$ cat src/rtl/pwmTimebasePkg.sv
package pwmTimebasePkg;

  typedef enum logic [1:0] {
    REG_LEAD_BUF    = 2'd0,
    REG_CARRIER_BUF = 2'd1,
    REG_DEAD        = 2'd2,
    REG_ARM         = 2'd3
  } regSel_e;

  // control -> datapath strobes
  typedef struct packed {
    logic load;   // start: load initial counter values
    logic step;   // advance counters by one
    logic xfer;   // copy buffers into active limits
  } tbStrobes_t;

endpackage

$ cat src/rtl/pwmPeriodCheck.sv
module pwmPeriodCheck #(
  parameter int W = 16
) (
  input  logic [W-1:0] carrierBuf,
  input  logic [W-1:0] leadBuf,
  input  logic [W-1:0] deadTime,
  input  logic         deadEn,
  output logic         cfgOk
);
  // two guard bits so the doubled dead time and the sums never wrap
  localparam int XW = W + 2;

  logic [XW-1:0] minCarrier;
  logic [XW-1:0] wantLead;
  logic [XW-1:0] offsetX;
  logic          carrierFits;
  logic          leadMatches;

  assign offsetX     = deadEn ? XW'(deadTime) : XW'(1);
  assign minCarrier  = XW'({deadTime, 1'b0}) + XW'(2);
  assign wantLead    = XW'(carrierBuf) + offsetX;
  assign carrierFits = XW'(carrierBuf) > minCarrier;
  assign leadMatches = XW'(leadBuf) == wantLead;
  assign cfgOk       = carrierFits && leadMatches;

endmodule

$ cat src/rtl/pwmTimebaseCtrl.sv
module pwmTimebaseCtrl
  import pwmTimebasePkg::*;
#(
  parameter int W           = 16,
  parameter int DEF_CARRIER = 16,
  parameter int DEF_DEAD    = 2
) (
  input  logic         clk,
  input  logic         rst,
  input  logic         start,
  input  logic         clkEn,
  input  logic         deadEn,
  input  logic [1:0]   xferSel,
  input  logic         wrEn,
  input  logic [1:0]   wrAddr,
  input  logic [W-1:0] wrData,
  input  logic         crestEv,
  input  logic         troughEv,
  input  logic         cfgOk,
  output tbStrobes_t   strobes,
  output logic [W-1:0] leadBuf,
  output logic [W-1:0] carrierBuf,
  output logic [W-1:0] deadTime,
  output logic [W-1:0] offset,
  output logic         cfgErr
);
  localparam logic [W-1:0] RST_CARRIER = W'(DEF_CARRIER);
  localparam logic [W-1:0] RST_DEAD    = W'(DEF_DEAD);
  localparam logic [W-1:0] RST_LEAD    = W'(DEF_CARRIER + DEF_DEAD);

  regSel_e sel;
  logic    armed;
  logic    running;
  logic    armWr;
  logic    xferPoint;
  logic    xferTry;

  assign sel       = regSel_e'(wrAddr);
  assign armWr     = wrEn && (sel == REG_ARM);
  assign xferPoint = (xferSel[0] && crestEv) || (xferSel[1] && troughEv);
  assign xferTry   = armed && xferPoint;
  assign offset    = deadEn ? deadTime : W'(1);

  assign strobes.load = start;
  assign strobes.step = running && clkEn && !start;
  assign strobes.xfer = xferTry && cfgOk;

  always_ff @(posedge clk) begin
    if (rst) begin
      leadBuf    <= RST_LEAD;
      carrierBuf <= RST_CARRIER;
      deadTime   <= RST_DEAD;
      armed      <= 1'b0;
      running    <= 1'b0;
      cfgErr     <= 1'b0;
    end else begin
      if (wrEn) begin
        unique case (sel)
          REG_LEAD_BUF:    leadBuf    <= wrData;
          REG_CARRIER_BUF: carrierBuf <= wrData;
          REG_DEAD:        deadTime   <= wrData;
          REG_ARM:         ;
        endcase
      end
      armed <= armWr || (armed && !xferTry);
      if (start)   running <= 1'b1;
      if (xferTry) cfgErr  <= !cfgOk;
    end
  end


  arm_consume_chk: assert property (@(posedge clk) disable iff (rst)
    (armed && xferPoint && !armWr) |=> !armed);


  arm_pending_chk: assert property (@(posedge clk) disable iff (rst)
    armWr |=> armed);


  reject_flag_chk: assert property (@(posedge clk) disable iff (rst)
    (armed && xferPoint && !cfgOk) |=> cfgErr);


  accept_flag_chk: assert property (@(posedge clk) disable iff (rst)
    strobes.xfer |=> !cfgErr);

endmodule

$ cat src/rtl/pwmTimebaseDp.sv
module pwmTimebaseDp
  import pwmTimebasePkg::*;
#(
  parameter int W           = 16,
  parameter int DEF_CARRIER = 16,
  parameter int DEF_DEAD    = 2
) (
  input  logic         clk,
  input  logic         rst,
  input  tbStrobes_t   strobes,
  input  logic [W-1:0] offset,
  input  logic [W-1:0] leadBuf,
  input  logic [W-1:0] carrierBuf,
  output logic [W-1:0] cntA,
  output logic [W-1:0] cntB,
  output logic         countUp,
  output logic         crestEv,
  output logic         troughEv
);
  localparam int LANES = 2;   // lane 0 lead, lane 1 lag
  localparam logic [W-1:0] RST_CARRIER = W'(DEF_CARRIER);
  localparam logic [W-1:0] RST_LEAD    = W'(DEF_CARRIER + DEF_DEAD);

  logic [W-1:0] limA;
  logic [W-1:0] limB;
  logic [W-1:0] laneCnt  [LANES];
  logic [W-1:0] laneInit [LANES];
  logic         atTop;
  logic         atZero;
  logic         moveUp;

  assign laneInit[0] = offset;
  assign laneInit[1] = '0;
  assign cntA        = laneCnt[0];
  assign cntB        = laneCnt[1];

  assign atTop    = (cntA == limA);
  assign atZero   = (cntB == '0);
  assign moveUp   = countUp ? !atTop : atZero;
  assign crestEv  = strobes.step && countUp && atTop;
  assign troughEv = strobes.step && !countUp && atZero;

  for (genvar g = 0; g < LANES; g++) begin : gLane
    always_ff @(posedge clk) begin
      if (rst)               laneCnt[g] <= '0;
      else if (strobes.load) laneCnt[g] <= laneInit[g];
      else if (strobes.step) laneCnt[g] <= moveUp ? laneCnt[g] + W'(1)
                                                  : laneCnt[g] - W'(1);
    end
  end

  always_ff @(posedge clk) begin
    if (rst) begin
      countUp <= 1'b1;
      limA    <= RST_LEAD;
      limB    <= RST_CARRIER;
    end else begin
      if (strobes.load)      countUp <= 1'b1;
      else if (strobes.step) countUp <= moveUp;
      if (strobes.xfer) begin
        limA <= leadBuf;
        limB <= carrierBuf;
      end
    end
  end


  lane_gap_chk: assert property (@(posedge clk) disable iff (rst)
    strobes.step |=> (cntA - cntB) == $past(cntA - cntB));


  hold_chk: assert property (@(posedge clk) disable iff (rst)
    (!strobes.step && !strobes.load) |=> ($stable(cntA) && $stable(cntB) && $stable(countUp)));


  strobe_excl_chk: assert property (@(posedge clk) disable iff (rst)
    !(crestEv && troughEv));


  xfer_copy_chk: assert property (@(posedge clk) disable iff (rst)
    strobes.xfer |=> (limA == $past(leadBuf) && limB == $past(carrierBuf)));


  limit_keep_chk: assert property (@(posedge clk) disable iff (rst)
    !strobes.xfer |=> ($stable(limA) && $stable(limB)));

endmodule

$ cat src/rtl/cpwmTimebase.sv
module cpwmTimebase
  import pwmTimebasePkg::*;
#(
  parameter int W           = 16,
  parameter int DEF_CARRIER = 16,
  parameter int DEF_DEAD    = 2
) (
  input  logic         clk,
  input  logic         rst,
  input  logic         start,
  input  logic         clkEn,
  input  logic         deadEn,
  input  logic [1:0]   xferSel,
  input  logic         wrEn,
  input  logic [1:0]   wrAddr,
  input  logic [W-1:0] wrData,
  output logic [W-1:0] cntA,
  output logic [W-1:0] cntB,
  output logic         countUp,
  output logic         crest,
  output logic         trough,
  output logic         cfgErr
);
  tbStrobes_t   strobes;
  logic [W-1:0] leadBuf;
  logic [W-1:0] carrierBuf;
  logic [W-1:0] deadTime;
  logic [W-1:0] offset;
  logic         cfgOk;

  pwmTimebaseCtrl #(.W(W), .DEF_CARRIER(DEF_CARRIER), .DEF_DEAD(DEF_DEAD)) ctrl (
    .clk(clk), .rst(rst), .start(start), .clkEn(clkEn), .deadEn(deadEn),
    .xferSel(xferSel), .wrEn(wrEn), .wrAddr(wrAddr), .wrData(wrData),
    .crestEv(crest), .troughEv(trough), .cfgOk(cfgOk), .strobes(strobes),
    .leadBuf(leadBuf), .carrierBuf(carrierBuf), .deadTime(deadTime),
    .offset(offset), .cfgErr(cfgErr)
  );

  pwmPeriodCheck #(.W(W)) check (
    .carrierBuf(carrierBuf), .leadBuf(leadBuf), .deadTime(deadTime),
    .deadEn(deadEn), .cfgOk(cfgOk)
  );

  pwmTimebaseDp #(.W(W), .DEF_CARRIER(DEF_CARRIER), .DEF_DEAD(DEF_DEAD)) dp (
    .clk(clk), .rst(rst), .strobes(strobes), .offset(offset),
    .leadBuf(leadBuf), .carrierBuf(carrierBuf), .cntA(cntA), .cntB(cntB),
    .countUp(countUp), .crestEv(crest), .troughEv(trough)
  );

endmodule

$ cat config.mk
export PLATFORM = sky130hd
export DESIGN_NAME = cpwmTimebase
export DESIGN_NICKNAME = d
export VERILOG_FILES = /design/src/rtl/pwmTimebasePkg.sv /design/src/rtl/pwmPeriodCheck.sv /design/src/rtl/pwmTimebaseCtrl.sv /design/src/rtl/pwmTimebaseDp.sv /design/src/rtl/cpwmTimebase.sv
export SDC_FILE = /design/constraint.sdc
export NUM_CORES = 1
export LEC_CHECK = 0
export ABC_AREA = 1
export BUFFER_PORTS_ARGS = -buffer_cell sky130_fd_sc_hd__buf_2
export CAP_MARGIN = 10
export CORE_MARGIN = 2
export CORE_UTILIZATION = 38
export DETAILED_ROUTE_END_ITERATION = 8
export PLACE_DENSITY = 0.52
export SLEW_MARGIN = 30
export SYNTH_ARGS = -nofsm -noshare
export SYNTH_HDL_FRONTEND = slang
export SYNTH_SLANG_ARGS = --single-unit
$ cat constraint.sdc
create_clock -name clk -period 7.5 [get_ports clk]
set_input_delay 0.75 -clock clk [delete_from_list [all_inputs] [get_ports clk]]
set_output_delay 0.75 -clock clk [all_outputs]
set_load 0.1 [all_outputs]
# After elaboration in Yosys (flattened, before gate mapping)
# Memory sizes are Yosys's and may differ from the RTL's.
# Index checks and enable logic that the tools add are counted.
dict set report word_totals {
  regBits 68
  ramBits 32
  in_bits 26
  elab_cells 69
  mem_count 1
}
# name depth word_bits rd rd_clocked_by_memory_dff wr line_no
set mem_list {}
lappend mem_list {dp.laneCnt 2 16 2 0 2 pwmTimebaseDp.sv:26} ;# logic [W-1:0] laneCnt [LANES];
dict set report op_classes {
  add_sub_neg 6
  order_cmp 1
  n_eq_ne 5
  n_mux 18
  bitwise_logic 4
  n_reduce_logical 26
}
# op n
set ops {}
lappend ops {{$mux W16} 8}
lappend ops {{$add A16 B1 Y16 const B} 2}
lappend ops {{$sub A16 B1 Y16 const B} 2}
lappend ops {{$add A16 B18 Y18} 1}
lappend ops {{$add A17 B2 Y18 const B} 1}
lappend ops {{$eq A16 B18 Y1} 1}
lappend ops {{$gt A16 B18 Y1} 1}
lappend ops {{$eq A16 B16 Y1} 1}
lappend ops {{$logic_not A16 Y1} 1}
lappend ops {{$logic_and A1 B1 Y1} 13}
lappend ops {{$mux W1} 10}
lappend ops {{$reduce_and A2 Y1} 3}
lappend ops {{$logic_not A1 Y1} 5}
lappend ops {{$eq A2 B2 Y1 const B} 2}
lappend ops {{$or A1 B1 Y1} 4}
lappend ops {{$eq A2 B1 Y1 const B} 1}
lappend ops {{$logic_not A2 Y1} 1}
lappend ops {{$logic_or A1 B1 Y1} 2}
lappend ops {{$reduce_or A2 Y1} 1}

# Longest topological paths before layout
# Gate-level depths: netlist (run 1).
dict set report depth {
  word_depth 10
  mapped_depth 23
}

# Cells and area by module
# From an unflattened synthesis (run 1), not the netlist that was laid out.
dict set report unflattened {
  hier_cells 1163
  area_unflattened_um2 7796.2
}
# mod n_inst cells_each area_each_um2 seq_area_each_um2
set by_module_without_submodules {}
lappend by_module_without_submodules {pwmTimebaseDp 1 518 3719.8 1301.2}
lappend by_module_without_submodules {pwmPeriodCheck 1 379 2057.0 0.0}
lappend by_module_without_submodules {pwmTimebaseCtrl 1 266 2019.4 1021.0}

# Worst setup path before layout (run 1)
# No wires, ideal clock.
dict set report synth_timing {
  path_kind {register -> register}
  start {memory dp.laneCnt[0][0]}
  end {memory dp.laneCnt[0][12], data pin}
  setup_time_ps 268
  arrival_ps 4145
  t_required_ps 7232
  path_slack_ps 3087
  stages_incl_launch_ff 22
  n_path_buf 0
  path_cell_list {edfxtp_1 > inv_1 > nand2_1 > o21ai_0 > nor2_1 > nand3_1 > nor2_1 > inv_1 > nand2_1 > inv_1 > fa_1 > nor2_1 > o21ai_0 > nand2_1 > nand3_1 > and2_1 > o21ai_0 > a21boi_0 > o21ai_0 > nand2_1 > nand2_1 > o22ai_1}
}
# item line_no
set synth_rtl {}
lappend synth_rtl {{from (decl)} pwmTimebaseDp.sv:26}

==> flow_summary.json, run 1 <==
{
  "yosysSeqAreaShare": 0.319,
  "fin_worst_skew_ns": 0.0103,
  "cap_violations": 0,
  "switchingPower_w": 0.000454,
  "grt-ovfl-total": 0,
  "drc": 0,
  "place_congestion": 0.878,
  "fillers": 2035,
  "layout_min_cycle_time_ns": 4.24,
  "switching_share": 0.328,
  "grt_usage": 0.219,
  "grt_setup_unrepaired": "no",
  "cts.sinks": 100,
  "die_h_um": 142,
  "min_period_over_period": 0.566,
  "synthToLayoutAreaGrowth_pct": 11.0,
  "total_power_w": 0.00138,
  "hold_slack_ns": 0.486,
  "final-setup-viol-count": 0,
  "arrival_ns": 4.33,
  "final_area_um2": 8080,
  "cp-start-kind": "register",
  "syn_inst": 1045,
  "synthArstFlopShare": 0,
  "row_count": 50,
  "post_synth_num_cell_types": 46,
  "clk_transition_reported_paths_ns": 0.07,
  "end_kind": "register",
  "tightestPinTransition_ns": 0.934,
  "start_util": 0.388,
  "ant_nets": 0,
  "io_buffers": 61,
  "cp_slowest_cell": "nand2_1",
  "cts_buffer_depth": 2,
  "htree_num_levels": 3,
  "critPathMaxFanout": 19,
  "worstPathRequired_ns": 7.59,
  "grt_pass1_wl_um": 34600,
  "n_antenna_cell": 0,
  "die_area_um2": 20300,
  "max_freq_mhz": 236,
  "drv_slew": 0,
  "p_int_w": 0.000927,
  "vias": 6735,
  "cp_cell_sequence": "inv_1 > nand2_1 > o21ai_0 > nor2_1 > nand3_1 > nor2_1 > inv_1 > nand2_1 > buf_4 > inv_1 > fa_1 > nor2_1 > o21ai_0 > nand2_1 > nand3_1 > and2_1 > o21ai_0 > a21boi_0 > o21ai_0 > nand2_1 > nand2_1 > o22ai_1",
  "clkPwrFrac": 0.355,
  "grt_pass1_vias": 6407,
  "io_pins": 62,
  "critical_path.max_stage_delay_ns": 0.46,
  "pwr-share-seq": 0.442,
  "synth_edf_count": 32,
  "cts-root-buf": "clkbuf_16",
  "outcome": "completed",
  "layout-drive-gt1-share": 0.111,
  "instances_no_fill": 1335,
  "synth_nets": 1132,
  "cp_common_cell": "nand2_1",
  "drt_iter0_drc": 454,
  "first_pass_iters": 5,
  "wl_um": 21600,
  "die_w_um": 142,
  "grt_antenna_before_repair": 0,
  "max_slew_margin": 0.375,
  "p_leak_nw": 4.03,
  "place_inst": 1319,
  "cts_resized": 0,
  "numCtsBuffers": 9,
  "p_comb_frac": 0.203,
  "wire_per_inst_um": 16.2,
  "hpwl_um": 17000,
  "coreArea_um2": 18800,
  "post-cts-setup-buffers": 0,
  "cts_tree": "built",
  "grt_max_degree": 53,
  "avgSynthCellArea_um2": 6.97,
  "nets": 1183,
  "ir_drop_mv": 0.141,
  "hold_viol": 0,
  "worstSetupPathType": "reg -> reg",
  "clock_latency_ns": 0.36,
  "syn-cell-area_um2": 7280,
  "hold_class": "reg -> reg",
  "synth_top_flop_cell": "dfxtp_1",
  "synth-warning-count": 0,
  "placedInstanceArea_um2": 7780,
  "vias_per_cell": 5.04,
  "hold_buffers": 0,
  "yosys_register_bits": 100,
  "tns_ns": 0,
  "pwr_density_cell_nw_per_um2": 171
}
registers in the layout (all words and copies together) (netlist names):
signal	flops
dp.countUp	1
ctrl.armed	1
ctrl.running	1
ctrl.carrierBuf	16
ctrl.deadTime	16
dp.limA	16
dp.laneCnt	32
ctrl.cfgErr	1
ctrl.leadBuf	16
cells in the final DEF, fill, tap and decap left out, drive strengths merged, types with 3 or more instances in the layout:
| master | netlist | routed |
|---|---|---|
| nand2 | 239 | 239 |
| nor2 | 161 | 161 |
| inv | 127 | 129 |
| o21ai | 84 | 84 |
| a21oi | 77 | 77 |
| dfxtp | 68 | 68 |
| nand3 | 66 | 66 |
| buf | 8 | 65 |
| ha | 59 | 59 |
| edfxtp | 32 | 32 |
| xor2 | 18 | 18 |
| xnor2 | 16 | 16 |
| clkbuf | 17 | 12 |
| nand4 | 11 | 11 |
| nor3 | 11 | 11 |
| o22ai | 8 | 8 |
| nor4 | 6 | 6 |
| nand3b | 4 | 4 |
| a211oi | 4 | 4 |
| a21o | 4 | 4 |
| a31oi | 4 | 4 |
| or2 | 4 | 4 |
| o21a | 4 | 4 |
| o21bai | 3 | 3 |
synth_stat cells, types with 6 or more instances:
cell | number | area share
a21oi_1 | 75 | 0.052
clkbuf_1 | 17 | 0.0088
dfxtp_1 | 68 | 0.19
edfxtp_1 | 32 | 0.13
ha_1 | 59 | 0.10
inv_1 | 123 | 0.063
nand2_1 | 223 | 0.11
nand2_2 | 12 | 0.010
nand3_1 | 58 | 0.040
nand3_2 | 6 | 0.0083
nand4_1 | 10 | 0.0086
nor2_1 | 155 | 0.080
nor3_1 | 9 | 0.0062
nor4_1 | 6 | 0.0052
o21ai_0 | 79 | 0.054
o22ai_1 | 8 | 0.0069
xnor2_1 | 16 | 0.019
xor2_1 | 18 | 0.022
worst max-delay path, delay by kind of cell (launching register included):
kind / cells / cell delay (ns)
DFF: 1 / 0.43
buffers and inverters: 4 / 0.68
AOI/OAI and AO/OA: 6 / 0.91
adders and majority gates: 1 / 0.40
and+or+nand+nor: 11 / 1.50
layer usage:
| metal | up-vias | GRT usage | wire (um) |
|---|---|---|---|
| li1 | 3537 | - | - |
| met1 | 3042 | 0.328 | 11200 |
| met2 | 143 | 0.338 | 9230 |
| met3 | 13 | 0.0303 | 958 |
| met4 | 0 | 0.0417 | 176 |
| met5 | - | 0 | 0 |
logic make-up (layout without fill, tap and decap cells):
logic type | Yosys count | after routing | synth area share
buffers and inverters | 153 | 209 | 0.0830
adder cells (fa/ha/maj) | 61 | 61 | 0.107
AO/OA/AOI/OAI | 193 | 193 | 0.144
flip-flops | 100 | 100 | 0.319
XOR/XNOR | 34 | 34 | 0.0409
AND/OR/NAND/NOR | 504 | 504 | 0.306
final timing paths:
check / slack [ns] / endpoint / depth (start not counted) / from
worst max-delay path: 3.26 / dp.laneCnt[0][12]$_DFFE_PP_ / 22 / dp.laneCnt[0][0]$_DFFE_PP_
worst min-delay path: 0.49 / ctrl.running$_SDFFE_PP0P_ / 2 / ctrl.running$_SDFFE_PP0P_
worst max register to register: 3.26 / dp.laneCnt[0][12]$_DFFE_PP_ / 22 / dp.laneCnt[0][0]$_DFFE_PP_
worst min register to register: 0.49 / ctrl.running$_SDFFE_PP0P_ / 2 / ctrl.running$_SDFFE_PP0P_
power groups by stage:
stage               Sequential [W]  Combinational, W  Clock [W]
finish                    0.000611          0.000281   0.000490
floorplan                 0.000686          0.000148          0
CTS                       0.000611          0.000282   0.000505
detailed placement        0.000623          0.000281          0
global route              0.000614          0.000311   0.000521
global placement          0.000622          0.000281          0
stage by stage:
| step | utilization | setup WS, ns |
|---|---|---|
| detailed placement | 0.415 | 3.31 |
| CTS | 0.430 | 3.28 |
| floorplan | - | 3.09 |
| global route | 0.430 | 2.81 |
| finish | 0.430 | 3.26 |
| global placement | 0.415 | 3.39 |
cell type report:
type,count,area [um2],share of cell area
Sequential cell,100,2320,0.287
Clock buffer,12,246,0.0305
Clock inverter,4,48.8,0.00604
Timing Repair Buffer,65,335,0.0415
Inverter,128,480,0.0595
Tap cell,234,293,0.0362
Multi-Input combinational cell,792,4350,0.539
Power figures use the tool's default switching activity.
==> inputs of run 2 (changes only) <==
Settings changed: ABC_AREA 1 to 0.
Clock period 7.5 ns to 4.4 ns, I/O delays scaled along.
==> run 2 against run 1 <==
Design area increased by 0.91%; wire length decreased by 2.5%; sequential share of layout area decreased by 0.26 points; utilization increased by 0.68 points; clock power increased by 73%; total power increased by 67%; sequential power increased by 69%; critical path depth decreased by 6; flip-flop and latch count unchanged; area after synthesis decreased by 1.3%; via count decreased by 9.0%; first-iteration DRC count decreased by 38%; critical endpoint is now dp.laneCnt[1][15]$_SDFFCE_PN0P_.
==> flow_summary.json, run 2 <==
{
  "outcome": "completed",
  "end_kind": "register",
  "grt_max_degree": 90,
  "n_antenna_cell": 0,
  "synth_nets": 947,
  "grt_usage": 0.213,
  "r2r_slack_ns": 0.33,
  "met2_usage": 0.351,
  "die_w_um": 142,
  "max_freq_mhz": 246,
  "hold_slack_ns": 0.345,
  "hold_class": "in -> reg",
  "globalRouteMet1Util": 0.295,
  "tightestPinTransition_ns": 0.885,
  "critical_path.max_stage_delay_ns": 0.47,
  "synthArstFlopShare": 0,
  "cp-start-kind": "register",
  "synth_top_flop_cell": "dfxtp_1",
  "hpwl_um": 16100,
  "clock_latency_ns": 0.36,
  "io_buffers": 61,
  "htree_num_levels": 3,
  "fin_worst_skew_ns": 0.0148,
  "cts-root-buf": "clkbuf_16",
  "vias": 6132,
  "busiest_layer": "met2",
  "place_congestion": 0.910,
  "worstSetupPathType": "reg -> reg",
  "drt_iter0_drc": 280,
  "io_pins": 62,
  "clk_transition_reported_paths_ns": 0.08,
  "cts.sinks": 100,
  "avgSynthCellArea_um2": 8.36,
  "grt_pass1_wl_um": 32800,
  "timing.rr.start": "dp.laneCnt[1][11]$_SDFFCE_PN0P_",
  "row_count": 50,
  "min_period_over_period": 0.925,
  "syn_inst": 860,
  "ff2ff_path_depth": 16,
  "layout_min_cycle_time_ns": 4.07,
  "yosys_register_bits": 100,
  "ys_top_cells_by_area": "dfxtp_1 19%, edfxtp_1 13%, ha_1 10%",
  "finalCoreUtilization": 0.437,
  "grt_setup_unrepaired": "no",
  "synth_edf_count": 32,
  "p_leak_nw": 3.33,
  "r2r_end": "dp.laneCnt[1][15]$_SDFFCE_PN0P_",
  "numCtsBuffers": 9,
  "critPathMaxFanout": 26,
  "first_pass_iters": 4,
  "tns_ns": 0,
  "grt-ovfl-total": 0,
  "cts_tree": "built",
  "path_buf_inv": 2,
  "wire_per_inst_um": 18.3,
  "yosysSeqAreaShare": 0.323,
  "synth-warning-count": 0,
  "grt_antenna_before_repair": 0,
  "coreArea_um2": 18600,
  "setup_ws_ns": 0.328,
  "netlist_top_cells_count": "142 x nand2_1, 75 x a21oi_1, 68 x dfxtp_1, 62 x nor2_1, 59 x ha_1",
  "min_path_cells": 3,
  "hold_viol": 0,
  "ir_drop_mv": 0.175,
  "cap_violations": 0,
  "drc": 0,
  "worstPathRequired_ns": 4.49,
  "layout-drive-gt1-share": 0.142,
  "ant_nets": 0,
  "grt_pass1_vias": 5878,
  "final-setup-viol-count": 0,
  "largest_reg_flops": 32,
  "mostFrequentLayoutCell": "nand2_1",
  "path_delay_family": "compound AO/OA/AOI/OAI gates",
  "vias_per_cell": 5.34,
  "yosys.area.top_type_share": 0.189,
  "cts_buffer_depth": 2,
  "max_slew_margin": 0.408,
  "start_util": 0.385,
  "yosysMostFrequentCell": "nand2_1",
  "wl_um": 21000,
  "yosysTopAreaCell": "dfxtp_1",
  "post_synth_num_cell_types": 74,
  "syn-cell-area_um2": 7190,
  "cp_slowest_cell": "edfxtp_1",
  "drv_slew": 0,
  "die_area_um2": 20000,
  "nets": 996,
  "total_power_w": 0.00231,
  "final_cell_mix": "142 x nand2_1, 73 x a21oi_1, 68 x dfxtp_1",
  "die_h_um": 142,
  "use_met3": 0.0240,
  "dp_slack_ns": 0.114,
  "min_to": "ctrl.leadBuf[8]$_SDFFE_PP0P_",
  "cp_cell_sequence": "nor4_4 > nand4_1 > nor2b_4 > a21oi_4 > clkinvlp_4 > buf_6 > ha_4 > a21o_1 > a21o_1 > a2111oi_4 > o31ai_2 > o41ai_2 > o2111ai_1 > a21o_1 > xnor2_1 > nor2_1",
  "pwr_density_cell_nw_per_um2": 283,
  "arrival_ns": 4.16,
  "worstHoldStart": "wrData[8]",
  "cp_common_cell": "a21o_1",
  "max_flop_register": "dp.laneCnt",
  "synthToLayoutAreaGrowth_pct": 13.5
}
run 2: changes by cell type after synthesis, sizes merged, moves of 32 or more:
| cell | before | now |
|---|---|---|
| inv | 127 | 22 |
| xnor2 | 16 | 48 |
| nor2 | 161 | 63 |
| nand3 | 66 | 21 |
| o21ai | 84 | 35 |
| nand2 | 239 | 142 |
run 2: worst max-delay path by stage:
stage	startpoint	end	slack, ns	cells after the start
5_1_grt	dp.laneCnt[1][9]$_SDFFCE_PN0P_	dp.laneCnt[1][15]$_SDFFCE_PN0P_	0.02	16
4_1_cts	dp.laneCnt[1][11]$_SDFFCE_PN0P_	dp.laneCnt[0][14]$_DFFE_PP_	0.11	14
3_3_place_gp	dp.laneCnt[1][9]$_SDFFCE_PN0P_	dp.laneCnt[1][15]$_SDFFCE_PN0P_	0.21	16
3_5_place_dp	dp.laneCnt[1][9]$_SDFFCE_PN0P_	dp.laneCnt[0][14]$_DFFE_PP_	0.11	14
6_report	dp.laneCnt[1][11]$_SDFFCE_PN0P_	dp.laneCnt[1][15]$_SDFFCE_PN0P_	0.33	16
2_1_floorplan	dp.laneCnt[1][1]$_SDFFCE_PN0P_	dp.laneCnt[0][15]$_DFFE_PP_	-0.19	15
run 2: cells by family (layout without fill, tap and decap cells):
| family | Yosys count | count (layout) | share of synthesized area |
|---|---|---|---|
| simple gates | 355 | 355 | 0.238 |
| xor+xnor | 77 | 77 | 0.0959 |
| compound gates | 185 | 185 | 0.166 |
| flops | 100 | 100 | 0.323 |
| mux | 20 | 20 | 0.0280 |
| fa+ha+maj | 61 | 61 | 0.108 |
| buf+inv | 62 | 116 | 0.0404 |
run 2: layout make-up:
type	count	area, um2
fillers	1903	10500
flip-flops and latches	100	2320
clock buffers	11	264
clock inverters	5	51.3
multi-input cells	698	4690
well taps	234	293
repair buffers	78	449
inverters	22	86.3
run 2: power by group:
part           total, W  switching [W]  internal (W)
clock          0.000846       0.000400      0.000446
combinational  0.000432       0.000304      0.000128
sequential      0.00103      0.0000425      0.000985
run 2: through the flow:
step | cells | area [um2]
after floorplan | 860 | 7260
after global placement | 1132 | 7800
after detailed placement | 1132 | 7800
after CTS | 1148 | 8110
after global routing | 1148 | 8150
final | 1148 | 8150
run 2: routing by layer:
layer / vias up / routed length (um)
li1: 3135 / -
met1: 2876 / 10300
met2: 100 / 9790
met3: 21 / 637
met4: 0 / 291
met5: - / 0
run 2: repair_timing:
item	CTS	global route
hold buffers	0	0
gates resized for setup	0	7
endpoints found under the setup margin	0	21
setup buffers	0	0
run 2: worst register-to-register path: cells and delay by family (launching register included):
kind | cells | cell delay, ns
buf+inv | 2 | 0.39
fa+ha+maj | 1 | 0.27
xor+xnor | 1 | 0.12
simple gates | 4 | 0.87
flops | 1 | 0.47
compound gates | 8 | 1.69
